==> src/rtl/serdes_pwr_seq.sv <==
module serdes_pwr_seq #(
  parameter int DATA_W  = 16,
  parameter int ADDR_W  = 5,
  parameter int REG_W   = 5,
  parameter int CLK_MHZ = 100,
  parameter int POLL_US = 8,
  parameter int RETRIES = 10
) (
  input  logic              clk,
  input  logic              rst_n,
  input  logic              up_cmd,
  input  logic              down_cmd,
  input  logic [ADDR_W-1:0] lane_addr,
  output logic              busy,
  output logic              done,
  output logic              err,
  output logic [1:0]        err_step,
  output logic              reg_req,
  output logic              reg_we,
  output logic [ADDR_W-1:0] reg_phy,
  output logic [REG_W-1:0]  reg_addr,
  output logic [DATA_W-1:0] reg_wdata,
  input  logic              reg_ack,
  input  logic [DATA_W-1:0] reg_rdata
);
  localparam int GAP   = CLK_MHZ * POLL_US;
  localparam int TRY_W = $clog2(RETRIES + 1);
  localparam int GAP_W = $clog2(GAP + 1);
  localparam logic [REG_W-1:0] CFG_REG = REG_W'(11);
  localparam logic [REG_W-1:0] STS_REG = REG_W'(5);
  localparam int CLK_BIT = 0;
  localparam int RST_BIT = 2;
  localparam int PWR_LSB = 4;
  localparam logic [2:0] PWR_ON  = 3'd0;
  localparam logic [2:0] PWR_OFF = 3'd3;

  typedef enum logic [2:0] {S_IDLE, S_RD, S_WR, S_POLL, S_GAP} state_t;

  state_t            state;
  logic              dir_up;
  logic [1:0]        idx;
  logic [TRY_W-1:0]  tries;
  logic [GAP_W-1:0]  gap;
  logic [DATA_W-1:0] shadow;
  logic [1:0]        kind;
  logic [DATA_W-1:0] mask, setv;
  logic              match;

  assign kind = dir_up ? idx : ((idx == 2'd0) ? 2'd2 : idx - 2'd1);

  always_comb begin
    mask = '0;
    setv = '0;
    case (kind)
      2'd0: begin
        mask[CLK_BIT] = 1'b1;
        setv[CLK_BIT] = dir_up;
      end
      2'd1: begin
        mask[RST_BIT] = 1'b1;
        setv[RST_BIT] = dir_up;
      end
      default: begin
        mask[PWR_LSB +: 3] = 3'b111;
        setv[PWR_LSB +: 3] = dir_up ? PWR_ON : PWR_OFF;
      end
    endcase
  end

  assign match     = ((reg_rdata ^ setv) & mask) == '0;
  assign busy      = state != S_IDLE;
  assign reg_req   = state == S_RD || state == S_WR || state == S_POLL;
  assign reg_we    = state == S_WR;
  assign reg_addr  = (state == S_POLL) ? STS_REG : CFG_REG;
  assign reg_wdata = shadow;

  always_ff @(posedge clk or negedge rst_n) begin
    if (!rst_n) begin
      state    <= S_IDLE;
      dir_up   <= 1'b0;
      idx      <= '0;
      tries    <= '0;
      gap      <= '0;
      shadow   <= '0;
      reg_phy  <= '0;
      done     <= 1'b0;
      err      <= 1'b0;
      err_step <= '0;
    end else begin
      done <= 1'b0;
      case (state)
        S_IDLE: if (up_cmd || down_cmd) begin
          err      <= 1'b0;
          err_step <= '0;
          dir_up   <= up_cmd;
          reg_phy  <= lane_addr;
          idx      <= '0;
          if (lane_addr == '0) done <= 1'b1;
          else state <= S_RD;
        end
        S_RD: if (reg_ack) begin
          shadow <= (reg_rdata & ~mask) | (setv & mask);
          state  <= S_WR;
        end
        S_WR: if (reg_ack) begin
          tries <= '0;
          state <= S_POLL;
        end
        S_POLL: if (reg_ack) begin
          if (match) begin
            if (idx == 2'd2) begin
              state <= S_IDLE;
              done  <= 1'b1;
            end else begin
              idx   <= idx + 2'd1;
              state <= S_RD;
            end
          end else if (tries == TRY_W'(RETRIES - 1)) begin
            err      <= 1'b1;
            err_step <= kind + 2'd1;
            done     <= 1'b1;
            state    <= S_IDLE;
          end else begin
            tries <= tries + 1'b1;
            gap   <= '0;
            state <= S_GAP;
          end
        end
        S_GAP: if (gap == GAP_W'(GAP - 1)) state <= S_POLL;
               else gap <= gap + 1'b1;
        default: state <= S_IDLE;
      endcase
    end
  end

  p_idle_quiet_r1: assert property (@(posedge clk) disable iff (!rst_n)
    !busy |-> !reg_req);
  p_write_cfg_r4: assert property (@(posedge clk) disable iff (!rst_n)
    reg_req && reg_we |-> reg_addr == CFG_REG);
  p_retry_bound_r6: assert property (@(posedge clk) disable iff (!rst_n)
    tries < TRY_W'(RETRIES));
  p_err_code_r6: assert property (@(posedge clk) disable iff (!rst_n)
    err |-> err_step != 2'd0);
  p_zero_addr_r7: assert property (@(posedge clk) disable iff (!rst_n)
    !busy && (up_cmd || down_cmd) && lane_addr == '0 |=> done && !err && !busy);
  p_dir_hold_r8: assert property (@(posedge clk) disable iff (!rst_n)
    busy |=> !busy || $stable(dir_up));
  p_done_idle_r9: assert property (@(posedge clk) disable iff (!rst_n)
    done |-> !busy && !reg_req);
  p_req_stable_r10: assert property (@(posedge clk) disable iff (!rst_n)
    reg_req && !reg_ack |=> reg_req && $stable(reg_addr) && $stable(reg_we) && $stable(reg_wdata));
endmodule

==> config.mk <==
export PLATFORM = sky130hd
export DESIGN_NAME = serdes_pwr_seq
export DESIGN_NICKNAME = d
export VERILOG_FILES = /design/src/rtl/serdes_pwr_seq.sv
export SDC_FILE = /design/constraint.sdc
export NUM_CORES = 1
export LEC_CHECK = 0
export ABC_AREA = 1
export BUFFER_PORTS_ARGS = -buffer_cell sky130_fd_sc_hd__buf_2
export CAP_MARGIN = 0
export CORE_MARGIN = 1
export CORE_UTILIZATION = 40
export DETAILED_ROUTE_END_ITERATION = 8
export GPL_TIMING_DRIVEN = 0
export PLACE_DENSITY_LB_ADDON = 0.08
export REMOVE_ABC_BUFFERS = 1
export SLEW_MARGIN = 10
export SYNTH_ARGS = -nofsm -noshare
export SYNTH_HDL_FRONTEND = slang
export SYNTH_SLANG_ARGS = --single-unit
==> constraint.sdc <==
create_clock -name clk -period 1.8 [get_ports clk]
set_input_delay 0.18 -clock clk [delete_from_list [all_inputs] [get_ports clk]]
set_output_delay 0.18 -clock clk [all_outputs]
set_load 0.02 [all_outputs]
==> results of run 1 <==
## power by group
group	total, mW	leakage [nW]	internal, mW	switching, mW
Sequential	1.72	0.583	1.39	0.323
Combinational	3.17	1.09	1.17	2.01
Clock	0.615	0.0450	0.270	0.345
## what timing repair did
item,CTS,global route
hold buffers,0,0
buffers inserted,3,6
resized for setup,11,15
gates cloned,1,0
pin swaps,5,6
setup endpoints to repair,36,35
## logic make-up (layout without fill, tap and decap cells)
group / Yosys count / in the layout / share of synthesized area
other cells: 2 / 2 / 0.00293
buf+inv: 45 / 110 / 0.0781
fa+ha+maj: 6 / 6 / 0.0293
flops: 45 / 45 / 0.439
compound gates: 26 / 26 / 0.0591
simple gates: 199 / 200 / 0.367
xor+xnor: 7 / 7 / 0.0239
## area by class of cell
| type | instances | area [sq um] | area share |
|---|---|---|---|
| Clock buffer | 6 | 72.6 | 0.0229 |
| Sequential cell | 45 | 1130 | 0.357 |
| Inverter | 37 | 148 | 0.0467 |
| Clock inverter | 2 | 10.0 | 0.00316 |
| Timing Repair Buffer | 65 | 355 | 0.112 |
| Multi-Input combinational cell | 241 | 1360 | 0.429 |
| Tap cell | 75 | 93.8 | 0.0297 |
## critical path, delay by kind of cell (launching register included)
family / cells / cell delay [ns]
AOI/OAI and AO/OA: 1 / 0.22
buffers and inverters: 2 / 0.13
DFF: 1 / 0.41
and+or+nand+nor: 7 / 0.52
adders and majority gates: 2 / 0.40
## sequential cells by signal, summed over array words and instances, names as in the netlist
signal,count
err_step,2
err,1
tries,4
idx,2
dir_up,1
state,3
gap,10
reg_wdata,16
reg_phy,5
done,1
## cells in the final DEF (no fill, tap or decap), types with 3 or more instances in the layout
master	n
nand2_4	7
or2_2	8
nand4_1	7
nand3_1	20
xor2_1	7
clkbuf_8	5
inv_1	28
inv_2	6
dfrtp_1	43
o21ai_0	12
nand2_8	3
ha_4	3
buf_4	7
nand2_1	104
a21oi_1	5
buf_2	56
nor2_1	23
ha_1	3
nand2_2	20
## how the worst max path moves through the flow
stage / slack, ns / from / endpoint / cells after the start
floorplan: -0.03 / idx[0] / gap[3] / 12
global placement: -0.25 / idx[0] / gap[3] / 12
detailed placement: -0.28 / idx[0] / gap[3] / 12
CTS: 0.006 / idx[1] / gap[1] / 12
global route: -0.05 / idx[0] / gap[7] / 12
finish: 0.06 / idx[0] / gap[3] / 12
## per-layer routing
layer  global-route usage  wire length [um]  vias up
met2                0.281              2390       61
met1                0.241              2780      980
met5                    0                 0        -
met4               0.0579                66        0
li1                     -                 -     1158
met3               0.0300               275        7
## per-stage QoR
step           worst slack (ns)  area (sq um)
4_1_cts                 0.00628          3050
3_5_place_dp             -0.279          2880
2_1_floorplan           -0.0312          2500
5_1_grt                 -0.0505          3160
3_3_place_gp             -0.249          2880
6_report                 0.0574          3160
==> run_results.csv, run 1 <==
group,metric,value,unit
critical_path,worstRegToRegCells,12,
timing,hold_viol,0,
logic_synthesis,synth_commonest_cells,"nand2_1 (108), dfrtp_1 (45), inv_1 (31), nor2_1 (23), nand3_1 (21)",
global_route,overflow,0,
timing,min_period_over_period,0.968,
die,die_area,6730,sq um
die,rows,28,
logic_synthesis,ys_seq_elements,45,
run,max_cap_violations,0,
global_route,grt_max_degree,46,
critical_path,reg2reg_slack,0.06,ns
clock_tree,h-tree-depth,2,
place,port_buffers,56,
critical_path,timing.rr.start,"idx[0]",
logic_synthesis,synth_area,2560,sq um
logic_synthesis,yosys.area.top_type,"dfrtp_1",
layout,fillers,601,
layout,diodes,0,
logic_synthesis,synth_ff_type,"dfrtp_1",
critical_path,critPathMaxStageDelay,0.41,ns
logic_synthesis,ys_seq_area_frac,0.439,
place,hpwlAfterDp,3.90,mm
pwr,power.density,1740,nW/um^2
routing,wl_per_cell,11.7,um
die,die_w,82.1,um
timing,clock_skew,0.0111,ns
logic_synthesis,ys_warn_count,0,
logic_synthesis,syn_avg_cell_area,7.77,sq um
layout,nets,427,
global_route,first_global_vias,1998,
layout,syn2layout_area_growth,23.4,%
die,die_y,82.1,um
outcome,outcome,"finished, final reports clean",
layout,instances_no_fill,471,
critical_path,worstPathArrival,1.98,ns
clock_tree,cts_buffer_depth,2,
layout,drive_gt1_frac,0.336,
routing,drt_iter0_markers,56,
logic_synthesis,synthTopCellsByArea,"dfrtp_1 (44%), nand2_1 (16%), inv_1 (4.5%)",
clock_tree,clkLatencyLatePin,0.30,ns
clock_tree,cts.clk_slew.worst_paths,0.09,ns
critical_path,path_cells,"inv_2 > ha_4 > o21ai_4 > ha_4 > inv_4 > nand3_4 > nand2_4 > nand2_4 > nand2_8 > nand2_8 > nand2_1 > nand2_1",
logic_synthesis,synth_most_common_cell,"nand2_1",
timing,tightest_slew,1.03,ns
routing,drc,0,
logic_synthesis,yosysTopAreaCellShare,0.439,
timing,clock.fmax,574,MHz
die,io-pin-count,59,
routing,avgViaCountPerCell,4.68,
timing,setup_viol,0,
die,core,6060,sq um
logic_synthesis,async_reset_ff_frac,1.00,
logic_synthesis,synthDistinctLibCells,31,
timing,timing.final.crit_period,1.74,ns
critical_path,slowest_stage,"dfrtp_1",
hold_path,hold_path_class,"input pin to asynchronous set/reset pin",
critical_path,cp.required,2.04,ns
timing,drv_slew,0,
global_route,grt_pass1_wl,9.06,mm
critical_path,rr_endpoint,"gap[3]",
layout,fin_util,0.522,
place,placed_cells,453,
clock_tree,root_buffer,"clkbuf_8",
die,initial_utilization,0.423,
global_route,antenna_found_initial,0,
critical_path,critPathLaunchType,"flip-flop",
place,place_congestion,0.864,
timing,holdWs,0.0534,ns
clock_tree,cts_tree,"built",
routing,vias,2206,
clock_tree,clkSinkCount,45,
critical_path,crit_type,"flip-flop to flip-flop",
logic_synthesis,synth_edf_count,0,
logic_synthesis,syn-instance-count,330,
pwr,ir_drop,0.866,mV
critical_path,worstPathMaxFanout,7,
timing,setup_tns,0,ns
routing,antenna_left,0,
critical_path,end_kind,"flip-flop",
routing,dr.pass1.iters,4,
timing,grt_setup_unrepaired,"yes",
routing,wl,5.51,mm
clock_tree,cts_buffers,5,
global_route,track_usage,0.176,
pwr,p_leak,1.72,nW
pwr,finalPower,5.51,mW
timing,maxSlewHeadroom,0.312,
(Power assumes the default switching activity.)
==> run 2: changes to the inputs <==
--- a/config.mk
+++ b/config.mk
@@ -12,7 +12,6 @@
 export CORE_UTILIZATION = 40
 export DETAILED_ROUTE_END_ITERATION = 8
 export GPL_TIMING_DRIVEN = 0
-export PLACE_DENSITY_LB_ADDON = 0.08
 export REMOVE_ABC_BUFFERS = 1
 export SLEW_MARGIN = 10
 export SYNTH_ARGS = -nofsm -noshare
==> run 2 against run 1 <==
  * Clock power up 22%
  * Critical path type unchanged
  * Sequential power hardly changed
  * Largest cell class unchanged
  * First-iteration DRC count is 13% lower
  * Non-clock buffer count up 1
  * Fmax is 1.0% lower
  * Die area did not move
  * Routed wire length increased by 0.98%
  * Largest power group unchanged
  * Combinational power is essentially flat
  * Design area rose by 0.99%
  * Total power increased by 2.5%
  * Global-route usage fell by 0.13 points
==> run_results.csv, run 2 (synthesized netlist as in run 1, its figures left out) <==
group,metric,value,unit
layout,mostFrequentLayoutCells,"nand2_1 (104), buf_2 (56), dfrtp_1 (42), inv_1 (27), nor2_1 (23)",
timing,min_period_over_period,0.978,
routing,wl_per_cell,11.8,um
timing,clock.fmax,568,MHz
die,die_area,6730,sq um
place,hpwlAfterDp,3.79,mm
clock_tree,h-tree-depth,2,
clock_tree,clkSinkCount,45,
timing,maxSlewHeadroom,0.319,
clock_tree,clkLatencyLatePin,0.30,ns
timing,hold_viol,0,
critical_path,critPathMaxStageDelay,0.46,ns
layout,drive_gt1_frac,0.343,
routing,vias,2222,
routing,dr.pass1.iters,4,
run,max_cap_violations,0,
place,place_congestion,0.788,
global_route,grt_pass1_wl,8.87,mm
global_route,track_usage,0.175,
routing,antenna_left,0,
timing,setup_viol,0,
die,core,6060,sq um
pwr,p_leak,1.73,nW
routing,wl,5.56,mm
timing,timing.final.crit_period,1.76,ns
place,place_ws,-0.274,ns
global_route,antenna_found_initial,0,
critical_path,critPathLaunchType,"flip-flop",
clock_tree,cts_buffer_depth,2,
layout,fin_util,0.527,
timing,tightest_slew,1.02,ns
layout,nets,428,
critical_path,worstRegToRegCells,11,
critical_path,worstPathMaxFanout,7,
timing,setup_slack,0.0396,ns
place,dpl-instance-area,2880,sq um
critical_path,crit_type,"flip-flop to flip-flop",
routing,drc,0,
global_route,first_global_vias,1936,
layout,diodes,0,
layout,final_common_cell,"nand2_1",
layout,final_area,3200,sq um
timing,grt_setup_unrepaired,"yes",
critical_path,cp.required,2.05,ns
critical_path,path_cells,"ha_4 > o21ai_4 > ha_4 > inv_4 > nand3_4 > nand2_4 > nand2_4 > nand2_8 > nand2_8 > nand2_2 > nand2_1",
timing,holdWs,0.0532,ns
critical_path,rr_endpoint,"gap[3]",
pwr,power.density,1770,nW/um^2
place,port_buffers,56,
pwr,finalPower,5.64,mW
clock_tree,cts_tree,"built",
critical_path,slowest_stage,"dfrtp_2",
critical_path,worstPathArrival,2.01,ns
die,die_w,82.1,um
pwr,ir_drop,0.936,mV
timing,clock_skew,0.00753,ns
routing,avgViaCountPerCell,4.72,
layout,syn2layout_area_growth,24.6,%
die,rows,28,
clock_tree,ctsHoldBuffers,0,
timing,drv_slew,0,
die,initial_utilization,0.423,
die,io-pin-count,59,
layout,largest_register_ffs,16,
global_route,grt_max_degree,46,
routing,drt_iter0_markers,49,
critical_path,timing.rr.start,"idx[1]",
die,die_y,82.1,um
hold_path,hold_path_class,"input pin to asynchronous set/reset pin",
clock_tree,cts_buffers,5,
critical_path,end_kind,"flip-flop",
global_route,overflow,0,
critical_path,reg2reg_slack,0.04,ns
clock_tree,cts.clk_slew.worst_paths,0.09,ns
outcome,outcome,"finished, final reports clean",
clock_tree,root_buffer,"clkbuf_8",
run 2: cell types whose count changed in the layout (fill, tap and decap cells not counted), sizes merged:
cell    delta
clkbuf     -1
bufinv     +1
clkinv     -1
buf        +1
run 2: power breakdown:
| part | internal, mW | switching, mW | leakage (nW) | total [mW] |
|---|---|---|---|---|
| combinational | 1.16 | 2.04 | 1.09 | 3.19 |
| clock | 0.404 | 0.347 | 0.0540 | 0.751 |
| sequential | 1.40 | 0.304 | 0.581 | 1.70 |
run 2: timing repair:
action                                  in CTS  in global routing
cloned                                       1                  0
resized for setup                           12                 16
pin swaps                                    3                  5
hold endpoints to repair                     0                  0
setup buffers                                4                  6
endpoints found under the setup margin      36                 36
run 2: worst max-delay path: cells and delay by family, from the launching register on:
family / cells / cell delay (ns)
AOI/OAI and AO/OA: 1 / 0.19
adders and majority gates: 2 / 0.46
buffers and inverters: 1 / 0.04
DFF: 1 / 0.46
and+or+nand+nor: 7 / 0.56
run 2: through the flow:
stage,instances,setup TNS (ns)
final,471,0
after global routing,471,-0.265
after CTS,465,0
after floorplan,322,-0.260
after global placement,453,-5.94
after detailed placement,453,-6.82
run 2: worst max path at each step:
| stage | start | end | depth (start not counted) |
|---|---|---|---|
| after floorplan | idx[0] | gap[3] | 12 |
| after global placement | idx[0] | gap[3] | 12 |
| after detailed placement | idx[0] | gap[3] | 12 |
| after CTS | idx[1] | gap[7] | 11 |
| after global routing | idx[1] | gap[3] | 11 |
| final | idx[1] | gap[3] | 11 |
run 2: cell type report:
type	count	area, sq um
repair buffers	66	359
inverters	37	148
fillers	578	2870
clock buffers	5	68.8
flip-flops and latches	45	1130
clock inverters	2	35.0
well taps	75	93.8
multi-input cells	241	1360
run 2: routing by layer:
metal | vias up | part of all wire | global-route usage
met2 | 57 | 0.46 | 0.277
met4 | 0 | 0.0076 | 0.0807
met1 | 1002 | 0.48 | 0.229
met5 | - | 0 | 0
li1 | 1159 | - | -
met3 | 4 | 0.051 | 0.0356
